File: src/rtl/pwm_pkg.sv
package pwm_pkg;
  localparam int unsigned CH_W   = 8;
  localparam int unsigned N_CH   = 4;
  localparam int unsigned ADDR_W = 4;
  localparam int unsigned CTL_EN   = 0;
  localparam int unsigned CTL_PS0  = 1;
  localparam int unsigned CTL_JOIN = 4;
endpackage

File: src/rtl/pwm_prescaler.sv
module pwm_prescaler #(
  parameter int unsigned SEL_W = 3
) (
  input  logic             clk,
  input  logic             rst,
  input  logic             en,
  input  logic [SEL_W-1:0] sel,
  output logic             tick
);
  localparam int unsigned PC_W = (1 << SEL_W) - 1;

  logic [PC_W-1:0] pc;
  logic [PC_W-1:0] mask;

  always_comb begin
    for (int i = 0; i < PC_W; i++) mask[i] = (i < int'(sel));
  end

  always_ff @(posedge clk) begin
    if (rst || !en) pc <= '0;
    else            pc <= pc + 1'b1;
  end

  assign tick = en && ((pc & mask) == mask);

  p_idle_no_tick_r4: assert property (@(posedge clk) disable iff (rst)
    (!en |-> !tick));
  p_sel0_every_clk_r4: assert property (@(posedge clk) disable iff (rst)
    ((en && sel == '0) |-> tick));
endmodule

File: src/rtl/pwm_pair.sv
module pwm_pair #(
  parameter int unsigned W = 8
) (
  input  logic         clk,
  input  logic         rst,
  input  logic         en,
  input  logic         tick,
  input  logic         join_en,
  input  logic [W-1:0] per_lo,
  input  logic [W-1:0] per_hi,
  input  logic [W-1:0] duty_lo,
  input  logic [W-1:0] duty_hi,
  input  logic         pol_lo,
  input  logic         pol_hi,
  output logic [W-1:0] cnt_lo,
  output logic [W-1:0] cnt_hi,
  output logic         pwm_lo,
  output logic         pwm_hi
);
  localparam int unsigned JW = 2 * W;

  logic [W-1:0]  sp_lo, sp_hi, sd_lo, sd_hi;
  logic [JW-1:0] cj, pj, dj;
  logic wrap_lo, wrap_hi, wrap_j, load_lo, load_hi;
  logic act_lo, act_hi, act_j;

  assign cj = {cnt_hi, cnt_lo};
  assign pj = {sp_hi, sp_lo};
  assign dj = {sd_hi, sd_lo};

  assign wrap_lo = cnt_lo >= sp_lo;
  assign wrap_hi = cnt_hi >= sp_hi;
  assign wrap_j  = cj >= pj;

  assign load_lo = !en || (tick && (join_en ? wrap_j : wrap_lo));
  assign load_hi = !en || (tick && (join_en ? wrap_j : wrap_hi));

  assign act_lo = (sd_lo != '0) && ((sd_lo >= sp_lo) || (cnt_lo < sd_lo));
  assign act_hi = (sd_hi != '0) && ((sd_hi >= sp_hi) || (cnt_hi < sd_hi));
  assign act_j  = (dj != '0) && ((dj >= pj) || (cj < dj));

  always_ff @(posedge clk) begin
    if (rst) begin
      sp_lo <= '0; sp_hi <= '0; sd_lo <= '0; sd_hi <= '0;
      cnt_lo <= '0; cnt_hi <= '0;
      pwm_lo <= 1'b0; pwm_hi <= 1'b0;
    end else begin
      if (load_lo) begin
        sp_lo <= per_lo;
        sd_lo <= duty_lo;
      end
      if (load_hi) begin
        sp_hi <= per_hi;
        sd_hi <= duty_hi;
      end
      if (!en) begin
        cnt_lo <= '0;
        cnt_hi <= '0;
      end else if (tick) begin
        if (join_en) begin
          {cnt_hi, cnt_lo} <= wrap_j ? '0 : cj + 1'b1;
        end else begin
          cnt_lo <= wrap_lo ? '0 : cnt_lo + 1'b1;
          cnt_hi <= wrap_hi ? '0 : cnt_hi + 1'b1;
        end
      end
      pwm_lo <= (en && !join_en && act_lo) ? pol_lo : !pol_lo;
      pwm_hi <= (en && (join_en ? act_j : act_hi)) ? pol_hi : !pol_hi;
    end
  end

  p_off_zero_r5: assert property (@(posedge clk) disable iff (rst)
    (!en |=> (cnt_lo == '0 && cnt_hi == '0)));
  p_off_level_r5: assert property (@(posedge clk) disable iff (rst)
    (!en |=> (pwm_lo == !$past(pol_lo) && pwm_hi == !$past(pol_hi))));
  p_wrap_r1: assert property (@(posedge clk) disable iff (rst)
    ((en && tick && !join_en && cnt_lo >= sp_lo) |=> cnt_lo == '0));
  p_step_r1: assert property (@(posedge clk) disable iff (rst)
    ((en && tick && !join_en && cnt_lo < sp_lo) |=> cnt_lo == $past(cnt_lo) + 1'b1));
  p_no_tick_hold_r4: assert property (@(posedge clk) disable iff (rst)
    ((en && !tick) |=> ($stable(cnt_lo) && $stable(cnt_hi))));
  p_buffer_hold_r6: assert property (@(posedge clk) disable iff (rst)
    ((en && !tick) |=> ($stable(sp_lo) && $stable(sd_lo) && $stable(sp_hi) && $stable(sd_hi))));
  p_joined_low_idle_r7: assert property (@(posedge clk) disable iff (rst)
    (join_en |=> pwm_lo == !$past(pol_lo)));
endmodule

File: src/rtl/pwm_quad.sv
module pwm_quad
  import pwm_pkg::*;
#(
  parameter int unsigned DW    = CH_W,
  parameter int unsigned SEL_W = 3
) (
  input  logic              clk,
  input  logic              rst,
  input  logic              bus_we,
  input  logic [ADDR_W-1:0] bus_addr,
  input  logic [DW-1:0]     bus_wdata,
  output logic [DW-1:0]     bus_rdata,
  output logic [N_CH-1:0]   pwm_out
);
  localparam int unsigned N_PAIR = N_CH / 2;
  localparam int unsigned CTL_W  = CTL_JOIN + N_PAIR;

  logic [DW-1:0]    per_r  [N_CH];
  logic [DW-1:0]    duty_r [N_CH];
  logic [DW-1:0]    cnt_w  [N_CH];
  logic [CTL_W-1:0] ctrl;
  logic [N_CH-1:0]  pol;
  logic             tick;
  logic [1:0]       grp, idx;

  assign grp = bus_addr[3:2];
  assign idx = bus_addr[1:0];

  always_ff @(posedge clk) begin
    if (rst) begin
      for (int i = 0; i < N_CH; i++) begin
        per_r[i]  <= '0;
        duty_r[i] <= '0;
      end
      ctrl      <= '0;
      pol       <= '1;
      bus_rdata <= '0;
    end else begin
      if (bus_we) begin
        case (grp)
          2'd0: per_r[idx]  <= bus_wdata;
          2'd1: duty_r[idx] <= bus_wdata;
          2'd3: begin
            if (idx == 2'd0) ctrl <= bus_wdata[CTL_W-1:0];
            if (idx == 2'd1) pol  <= bus_wdata[N_CH-1:0];
          end
          default: ;
        endcase
      end
      case (grp)
        2'd0: bus_rdata <= per_r[idx];
        2'd1: bus_rdata <= duty_r[idx];
        2'd2: bus_rdata <= cnt_w[idx];
        default: begin
          if (idx == 2'd0)      bus_rdata <= DW'(ctrl);
          else if (idx == 2'd1) bus_rdata <= DW'(pol);
          else                  bus_rdata <= '0;
        end
      endcase
    end
  end

  pwm_prescaler #(.SEL_W(SEL_W)) u_presc (
    .clk (clk),
    .rst (rst),
    .en  (ctrl[CTL_EN]),
    .sel (ctrl[CTL_PS0 +: SEL_W]),
    .tick(tick)
  );

  for (genvar p = 0; p < N_PAIR; p++) begin : g_pair
    pwm_pair #(.W(DW)) u_pair (
      .clk    (clk),
      .rst    (rst),
      .en     (ctrl[CTL_EN]),
      .tick   (tick),
      .join_en(ctrl[CTL_JOIN + p]),
      .per_lo (per_r[2*p]),
      .per_hi (per_r[2*p+1]),
      .duty_lo(duty_r[2*p]),
      .duty_hi(duty_r[2*p+1]),
      .pol_lo (pol[2*p]),
      .pol_hi (pol[2*p+1]),
      .cnt_lo (cnt_w[2*p]),
      .cnt_hi (cnt_w[2*p+1]),
      .pwm_lo (pwm_out[2*p]),
      .pwm_hi (pwm_out[2*p+1])
    );
  end

  p_reset_pins_r8: assert property (@(posedge clk)
    ($past(rst) |-> (pwm_out == '0 && bus_rdata == '0)));
endmodule

File: config.mk
export PLATFORM = sky130hd
export DESIGN_NAME = pwm_quad
export DESIGN_NICKNAME = d
export VERILOG_FILES = /design/src/rtl/pwm_pkg.sv /design/src/rtl/pwm_prescaler.sv /design/src/rtl/pwm_pair.sv /design/src/rtl/pwm_quad.sv
export SDC_FILE = /design/constraint.sdc
export NUM_CORES = 1
export LEC_CHECK = 0
export BUFFER_PORTS_ARGS = -buffer_cell sky130_fd_sc_hd__buf_2
export CAP_MARGIN = 15
export CORE_MARGIN = 2
export CORE_UTILIZATION = 40
export CTS_BUF_LIST = sky130_fd_sc_hd__clkbuf_8
export DETAILED_ROUTE_END_ITERATION = 10
export HOLD_SLACK_MARGIN = 0.08
export PLACE_DENSITY = 0.63
export SETUP_SLACK_MARGIN = 0.3
export SLEW_MARGIN = 15
export SYNTH_ARGS = -nofsm -noshare
export SYNTH_HDL_FRONTEND = slang
export SYNTH_SLANG_ARGS = --single-unit
File: constraint.sdc
create_clock -name clk -period 2.3 [get_ports clk]
set_input_delay 0.115 -clock clk [delete_from_list [all_inputs] [get_ports clk]]
set_output_delay 0.115 -clock clk [all_outputs]
set_load 0.02 [all_outputs]
Yosys cells after proc, flatten, opt, wreduce, memory -nomap -nowiden:

Memories as Yosys holds them, arrays and structs flattened. A register that Yosys moved wholly into a read port is not among the register bits.
Cells that the tools add are included.

* bits in registers: 61
* bits in writable memories: 64
* bits of input ports: 15
* output and inout bits: 12
* logic and storage cells: 145
* memories: 2

* add/sub/neg operators: 7
* magnitude comparators: 26
* equality and inequality tests: 5
* mux-type cells: 42
* bitwise logic cells: 3
* reduce and logical (&&, ||, !) cells: 48

Memories
* duty_r: depth 4, width 8, rd ports 5, clocked after memory_dff 4, write ports 4, RTL line pwm_quad.sv:19 `logic [DW-1:0] duty_r [N_CH];`
* per_r: depth 4, width 8, rd ports 5, clocked after memory_dff 4, write ports 4, RTL line pwm_quad.sv:18 `logic [DW-1:0] per_r [N_CH];`

Operators with widths (number)
* two-way mux 8 bit: 12
* >= comparator 16 bit: 4
* >= comparator 8 bit: 8
* adder 16 x 1 -> 16 bit, second input constant: 2
* adder 8 x 1 -> 8 bit, second input constant: 4
* < comparator 16 bit: 2
* < comparator 8 bit: 4
* two-way mux 16 bit: 2
* nonzero test 16 bit: 2
* nonzero test 8 bit: 4
* case mux 8 bit (3 select lines): 1
* two-way mux 1 bit: 22
* logical AND 1 bit: 17
* binary-select mux 8 bit (select 2 bit): 1
* OR reduction 8 bit: 2
* logical OR 1 bit: 11
* < comparator 3 bit, first input constant: 3
* adder 7 x 1 -> 7 bit, second input constant: 1
* AND 7 bit: 1
* == test 7 bit: 1
* logical NOT 1 bit: 7
* < comparator 1 x 3 -> 1 bit, first input constant: 2
* < comparator 2 x 3 -> 1 bit, first input constant: 2
* two-way mux 6 bit: 1
* other kinds (10): 15

Logic depth before layout (Yosys ltp):

* depth after elaboration: 7
* mapped depth: 11
* depth with buffers taken out: 8

Hierarchy:

Synthesis repeated with hierarchy kept, for this count alone.

* cell total of the unflattened synthesis: 1197
* area total of the unflattened synthesis: 11324.6 sq um

By module, submodules not included
* pwm_pair: times used 2, cells an instance 409, area an instance 3488.3 sq um, seq. area each 1001.0 sq um
* pwm_quad: times used 1, cells an instance 341, area an instance 4018.9 sq um, seq. area each 2282.2 sq um
* pwm_prescaler: times used 1, cells an instance 38, area an instance 329.1 sq um, seq. area each 140.1 sq um

Worst setup path after synthesis:

OpenSTA, ideal clock, no wires.

* path kind: register to register
* start: register g_pair[1].u_pair.cnt_lo[0]
* end: register g_pair[1].u_pair.sd_lo[5], read port of duty_r
* setup time: 0.072 ns
* arrival: 2.405 ns
* data required time: 2.228 ns
* path slack: -0.177 ns
* stages on the path, launching flop included: 10
* path buffers: 1
* period minus slack after synthesis: 2.477 ns
* path through: dfxtp_1 -> inv_1 -> ha_1 -> nand2b_1 -> a211o_1 -> a21oi_1 -> o21ai_0 -> a221oi_4 -> buf_4 -> mux2i_1

* longest elaborated chain between the ends: 4
* elaborated cells between the ends (all ways): 5
* those cells by class: order compare (2); mux (1); reduce/logical (2)

Ends and longest elaborated chain
* start, declared: RTL line pwm_pair.sv:15 `output logic [W-1:0] cnt_lo,`
* start signal, assigned: RTL line pwm_pair.sv:61 `{cnt_hi, cnt_lo} <= wrap_j ? '0 : cj + 1'b1;`
* start signal, assigned: RTL line pwm_pair.sv:63 `cnt_lo <= wrap_lo ? '0 : cnt_lo + 1'b1;`
* >= comparator 16 bit or >= comparator 8 bit (tied branches): RTL line pwm_pair.sv:33, pwm_pair.sv:31
* two-way mux 1 bit (*): RTL line pwm_pair.sv:35 `assign load_lo = !en || (tick && (join_en ? wrap_j : wrap_lo));`
* logical AND 1 bit (*): RTL line pwm_pair.sv:35
* logical OR 1 bit (*): RTL line pwm_pair.sv:35
* end, declared: RTL line pwm_pair.sv:22 `logic [W-1:0] sp_lo, sp_hi, sd_lo, sd_hi;`

Mark *: on every way between the ends. The rest lies on a longest branch, timed or not.
A chain may end at the register's enable or synchronous reset.

Worst setup path after layout:

* start: register g_pair[0].u_pair.sp_hi[2], read port of per_r
* end: register g_pair[0].u_pair.sp_hi[7], read port of per_r

* longest elaborated chain between the ends: 4
* elaborated cells between the ends (all ways): 5
* those cells by class: order compare (2); mux (1); reduce/logical (2)

Ends and longest elaborated chain
* start, declared: RTL line pwm_pair.sv:22
* >= comparator 16 bit or >= comparator 8 bit (tied branches): RTL line pwm_pair.sv:33, pwm_pair.sv:32
* two-way mux 1 bit (*): RTL line pwm_pair.sv:36 `assign load_hi = !en || (tick && (join_en ? wrap_j : wrap_hi));`
* logical AND 1 bit (*): RTL line pwm_pair.sv:36
* logical OR 1 bit (*): RTL line pwm_pair.sv:36

Marked as above.

==> results by group <==
Run status
  • Status: complete, no violations

Final layout
  • Fillcell total: 2568
  • # diodes: 0
  • Multi-input logic area: 0.007615 mm²
  • Register area: 0.004516 mm²
  • Final core utilization: 51.48%
  • Ratio of cells with drive above 1 in the final layout: 32.50%
  • Post-route cell area: 0.01482 mm²
  • Nets: 1461
  • P&R area growth vs syn: 26.72%

Critical path
  • Critical path arrival: 2.71 ns
  • Startpoint Class: register
  • Critical Path RT: 2.71 ns
  • Crit-path max FO: 16
  • R2R Setup Slk: 0.003 ns
  • CP cell instances: inv_2 > ha_4 > and2_4 > a221o_1 > a211oi_2 > o311a_1 > o31a_1 > buf_12 > mux2i_1
  • Type of the worst setup path: register to register
  • Max incr delay on CP: 0.35 ns
  • Critical-path top delay cell: dfxtp_2
  • Type of element capturing the critical path: register

Yosys
  • Synth Flop Type: dfxtp_1
  • Post-synth net total: 1330
  • EDFF count, synth: 64
  • #FFs+latches synth: 189
  • Synth unique cells: 61
  • Post-Syn Area: 0.01169 mm²
  • Synth Instances: 1210
  • Sequential share of the synthesized area: 37.84%
  • Avg Inst Size Synth: 9.663 µm²
  • Synth warnings: 0
  • Post-synth ARST share: 0%

Worst hold path
  • Hold Crit Class: input pin to register

Timing
  • Final hold vios: 0
  • Period utilization: 99.87%
  • Worst clock skew: 0.02635 ns
  • Fin crit period: 2.297 ns
  • Slew Limit Fails: 0
  • Final setup violation count: 0
  • Peak Freq: 0.4353 GHz
  • Slew headroom: 56.15%
  • Worst Max-Slew Pin Slew: 0.6527 ns
  • RSZ-0062 raised after global routing: true

Place
  • IO buf count: 26
  • GP Congestion: 0.9033
  • Hpwl dp: 25.71 mm
  • Placement Cell Area: 0.01300 mm²

Global routing
  • Total GRT Usage: 22.56%
  • Vias in the first global route: 9141
  • Initial antenna violation count: 0
  • Grt total ovfl: 0
  • Largest net degree at the start of global routing: 102
  • Global-route wire length before repair: 52.58 mm

Clock tree
  • CTS tree: done
  • H-tree Lvls: 4
  • TritonCTS Sinks: 189
  • Clock Pin Slew Worst Setup and Hold Paths: 0.11 ns
  • Skew-Pair Late Insertion Delay: 0.49 ns
  • CTS Buf Count: 17
  • Max clock buf depth: 2
  • Root Buffer: clkbuf_8

Power and ir drop
  • PwrDens: 475.6 mW/mm²
  • VDD IR max: 302.8 µV
  • Leak: 5.531 nW

Drt
  • Total wire length: 34.94 mm
  • Final antenna-violating net count: 0
  • Number of DRC markers in iteration 0: 795
  • Routed len/inst: 20.10 µm
  • DRC: 0
  • Routed vias: 9564
  • Vias per cell: 5.503
  • Drt pass-1 iters: 5

Die
  • # rows: 62
  • Starting Density: 40.63%
  • CORE AREA: 0.02878 mm²
  • Die width: 175.0 µm
  • Die area: 0.03061 mm²
  • # IOs: 27
  • Die Ht: 175.0 µm

Job
  • Max Cap Viol: 0
worst max-delay path, delay by kind of cell (launching register included):
family	cells	cell delay [ns]
mux	1	0.19
buf+inv	2	0.26
compound gates	4	1.05
flops	1	0.35
simple gates	1	0.15
fa+ha+maj	1	0.23
layout make-up:
class                      instances  share of cell area (%)
multi-input combinational        856                   51.39
sequential                       189                   30.48
timing repair buffer             174                   9.838
tap                              384                   3.243
inverter                         103                   2.660
clock buffer                      17                   1.579
clock inverter                    15                  0.8107
placed cells by master, fill, tap and decap left out, types with 17 or more instances in the layout:
cell	synthesis	routed
mux2i_1	82	82
buf_2	7	26
mux4_2	24	24
xnor2_1	20	18
dfxtp_1	125	64
ha_4	0	35
edfxtp_1	64	64
nor3_1	29	24
buf_4	5	108
and2_1	24	21
a21oi_1	44	35
buf_6	5	23
inv_1	102	81
nand3_1	22	20
nand2b_1	148	142
nand2_1	56	55
ha_1	105	69
dfxtp_2	0	55
clkbuf_8	0	17
inv_2	1	22
nor2_1	79	78
flip-flops by register name, summed over array words and instances, names as in the netlist, 7 cells and up:
register,count
g_pair.u_pair.sp_lo,16
g_pair.u_pair.sd_lo,16
g_pair.u_pair.sd_hi,16
duty_r,32
bus_rdata,8
g_pair.u_pair.cnt_hi,16
u_presc.pc,7
g_pair.u_pair.sp_hi,16
g_pair.u_pair.cnt_lo,16
per_r,32
stage by stage:
| stage | power (mW) | hold slack (ns) | setup TNS [ns] | cells | worst slack, ns |
|---|---|---|---|---|---|
| 2_1_floorplan | 4.412 | 0.2329 | 0 | 1210 | 0.01127 |
| 3_3_place_gp | 4.739 | 0.4496 | -0.04983 | 1655 | -0.04983 |
| 3_5_place_dp | 4.764 | 0.4500 | -0.03235 | 1655 | -0.03235 |
| 4_1_cts | 6.957 | 0.1646 | 0 | 1719 | 0.01534 |
| 5_1_grt | 7.334 | 0.1934 | -2.490 | 1738 | -0.1014 |
| 6_report | 7.047 | 0.1932 | 0 | 1738 | 0.002941 |
where the power goes:
group,internal [mW],switching (mW)
registers,3.60,0.145
clock network,0.769,1.33
logic,0.576,0.619
routing by layer:
metal	vias to the layer above	GRT usage, %	wire length [µm]
met2	302	34.68	15720
met4	0	9.340	1373
li1	4577	-	-
met3	79	3.938	2032
met5	-	0	0
met1	4606	31.38	15810
logic make-up (layout without fill, tap and decap cells):
logic type	count (synthesis)	after routing	synth area share (%)
flip-flops	189	189	37.84
buffers and inverters	165	309	5.853
AO/OA/AOI/OAI	187	187	11.65
multiplexers	109	109	11.93
XOR/XNOR	21	21	1.573
adder cells (fa/ha/maj)	105	105	11.24
AND/OR/NAND/NOR	434	434	19.91
final timing paths:
check,startpoint,end,cells past startpoint
worst max-delay path,g_pair[0].u_pair.sp_hi[2]$_SDFFE_PP0P_,g_pair[0].u_pair.sp_hi[7]$_SDFFE_PP0P_,9
worst min-delay path,rst,ctrl[5]$_SDFFE_PP0P_,3
worst max register to register,g_pair[0].u_pair.sp_hi[2]$_SDFFE_PP0P_,g_pair[0].u_pair.sp_hi[7]$_SDFFE_PP0P_,9
worst min register to register,u_presc.pc[0]$_SDFF_PP0_,u_presc.pc[0]$_SDFF_PP0_,1
cells in the mapped netlist, types with 4 or more instances:
| library cell | number | area share (%) |
|---|---|---|
| a21oi_1 | 44 | 1.9 |
| o221a_2 | 4 | 0.39 |
| mux4_2 | 24 | 4.6 |
| a21o_1 | 16 | 1.0 |
| nand3_1 | 22 | 0.94 |
| or2_2 | 4 | 0.21 |
| nor4_1 | 19 | 1.0 |
| mux2i_1 | 82 | 7.0 |
| and2_1 | 24 | 1.3 |
| o21ai_0 | 18 | 0.77 |
| nor3_1 | 29 | 1.2 |
| or3_1 | 4 | 0.21 |
| inv_1 | 102 | 3.3 |
| o2111ai_1 | 5 | 0.37 |
| a211oi_1 | 17 | 1.1 |
| nor2_1 | 79 | 2.5 |
| xnor2_1 | 20 | 1.5 |
| a211o_1 | 9 | 0.67 |
| a221oi_1 | 12 | 0.90 |
| nand4_1 | 15 | 0.80 |
| o21bai_1 | 6 | 0.39 |
| buf_4 | 5 | 0.32 |
| clkbuf_1 | 38 | 1.2 |
| o211ai_1 | 12 | 0.77 |
| dfxtp_1 | 125 | 21 |
| edfxtp_1 | 64 | 16 |
| nand2_1 | 56 | 1.8 |
| buf_6 | 5 | 0.48 |
| o31ai_1 | 4 | 0.26 |
| ha_1 | 105 | 11 |
| and3_1 | 8 | 0.43 |
| buf_2 | 7 | 0.30 |
| buf_1 | 7 | 0.22 |
| nor2b_1 | 14 | 0.75 |
| nand2b_1 | 148 | 7.9 |
| a31oi_1 | 5 | 0.27 |
| o31a_1 | 4 | 0.30 |
| o21a_1 | 8 | 0.51 |
timing repair:
| item | CTS | global route |
|---|---|---|
| setup buffers | 20 | 18 |
| setup endpoints to repair | 100 | 100 |
| resized for setup | 123 | 109 |
| hold endpoints to repair | 43 | 0 |
| hold buffers | 9 | 0 |
| pin swaps | 32 | 35 |
| gates cloned | 3 | 1 |
No activity file was read; power rests on OpenSTA's default activity.
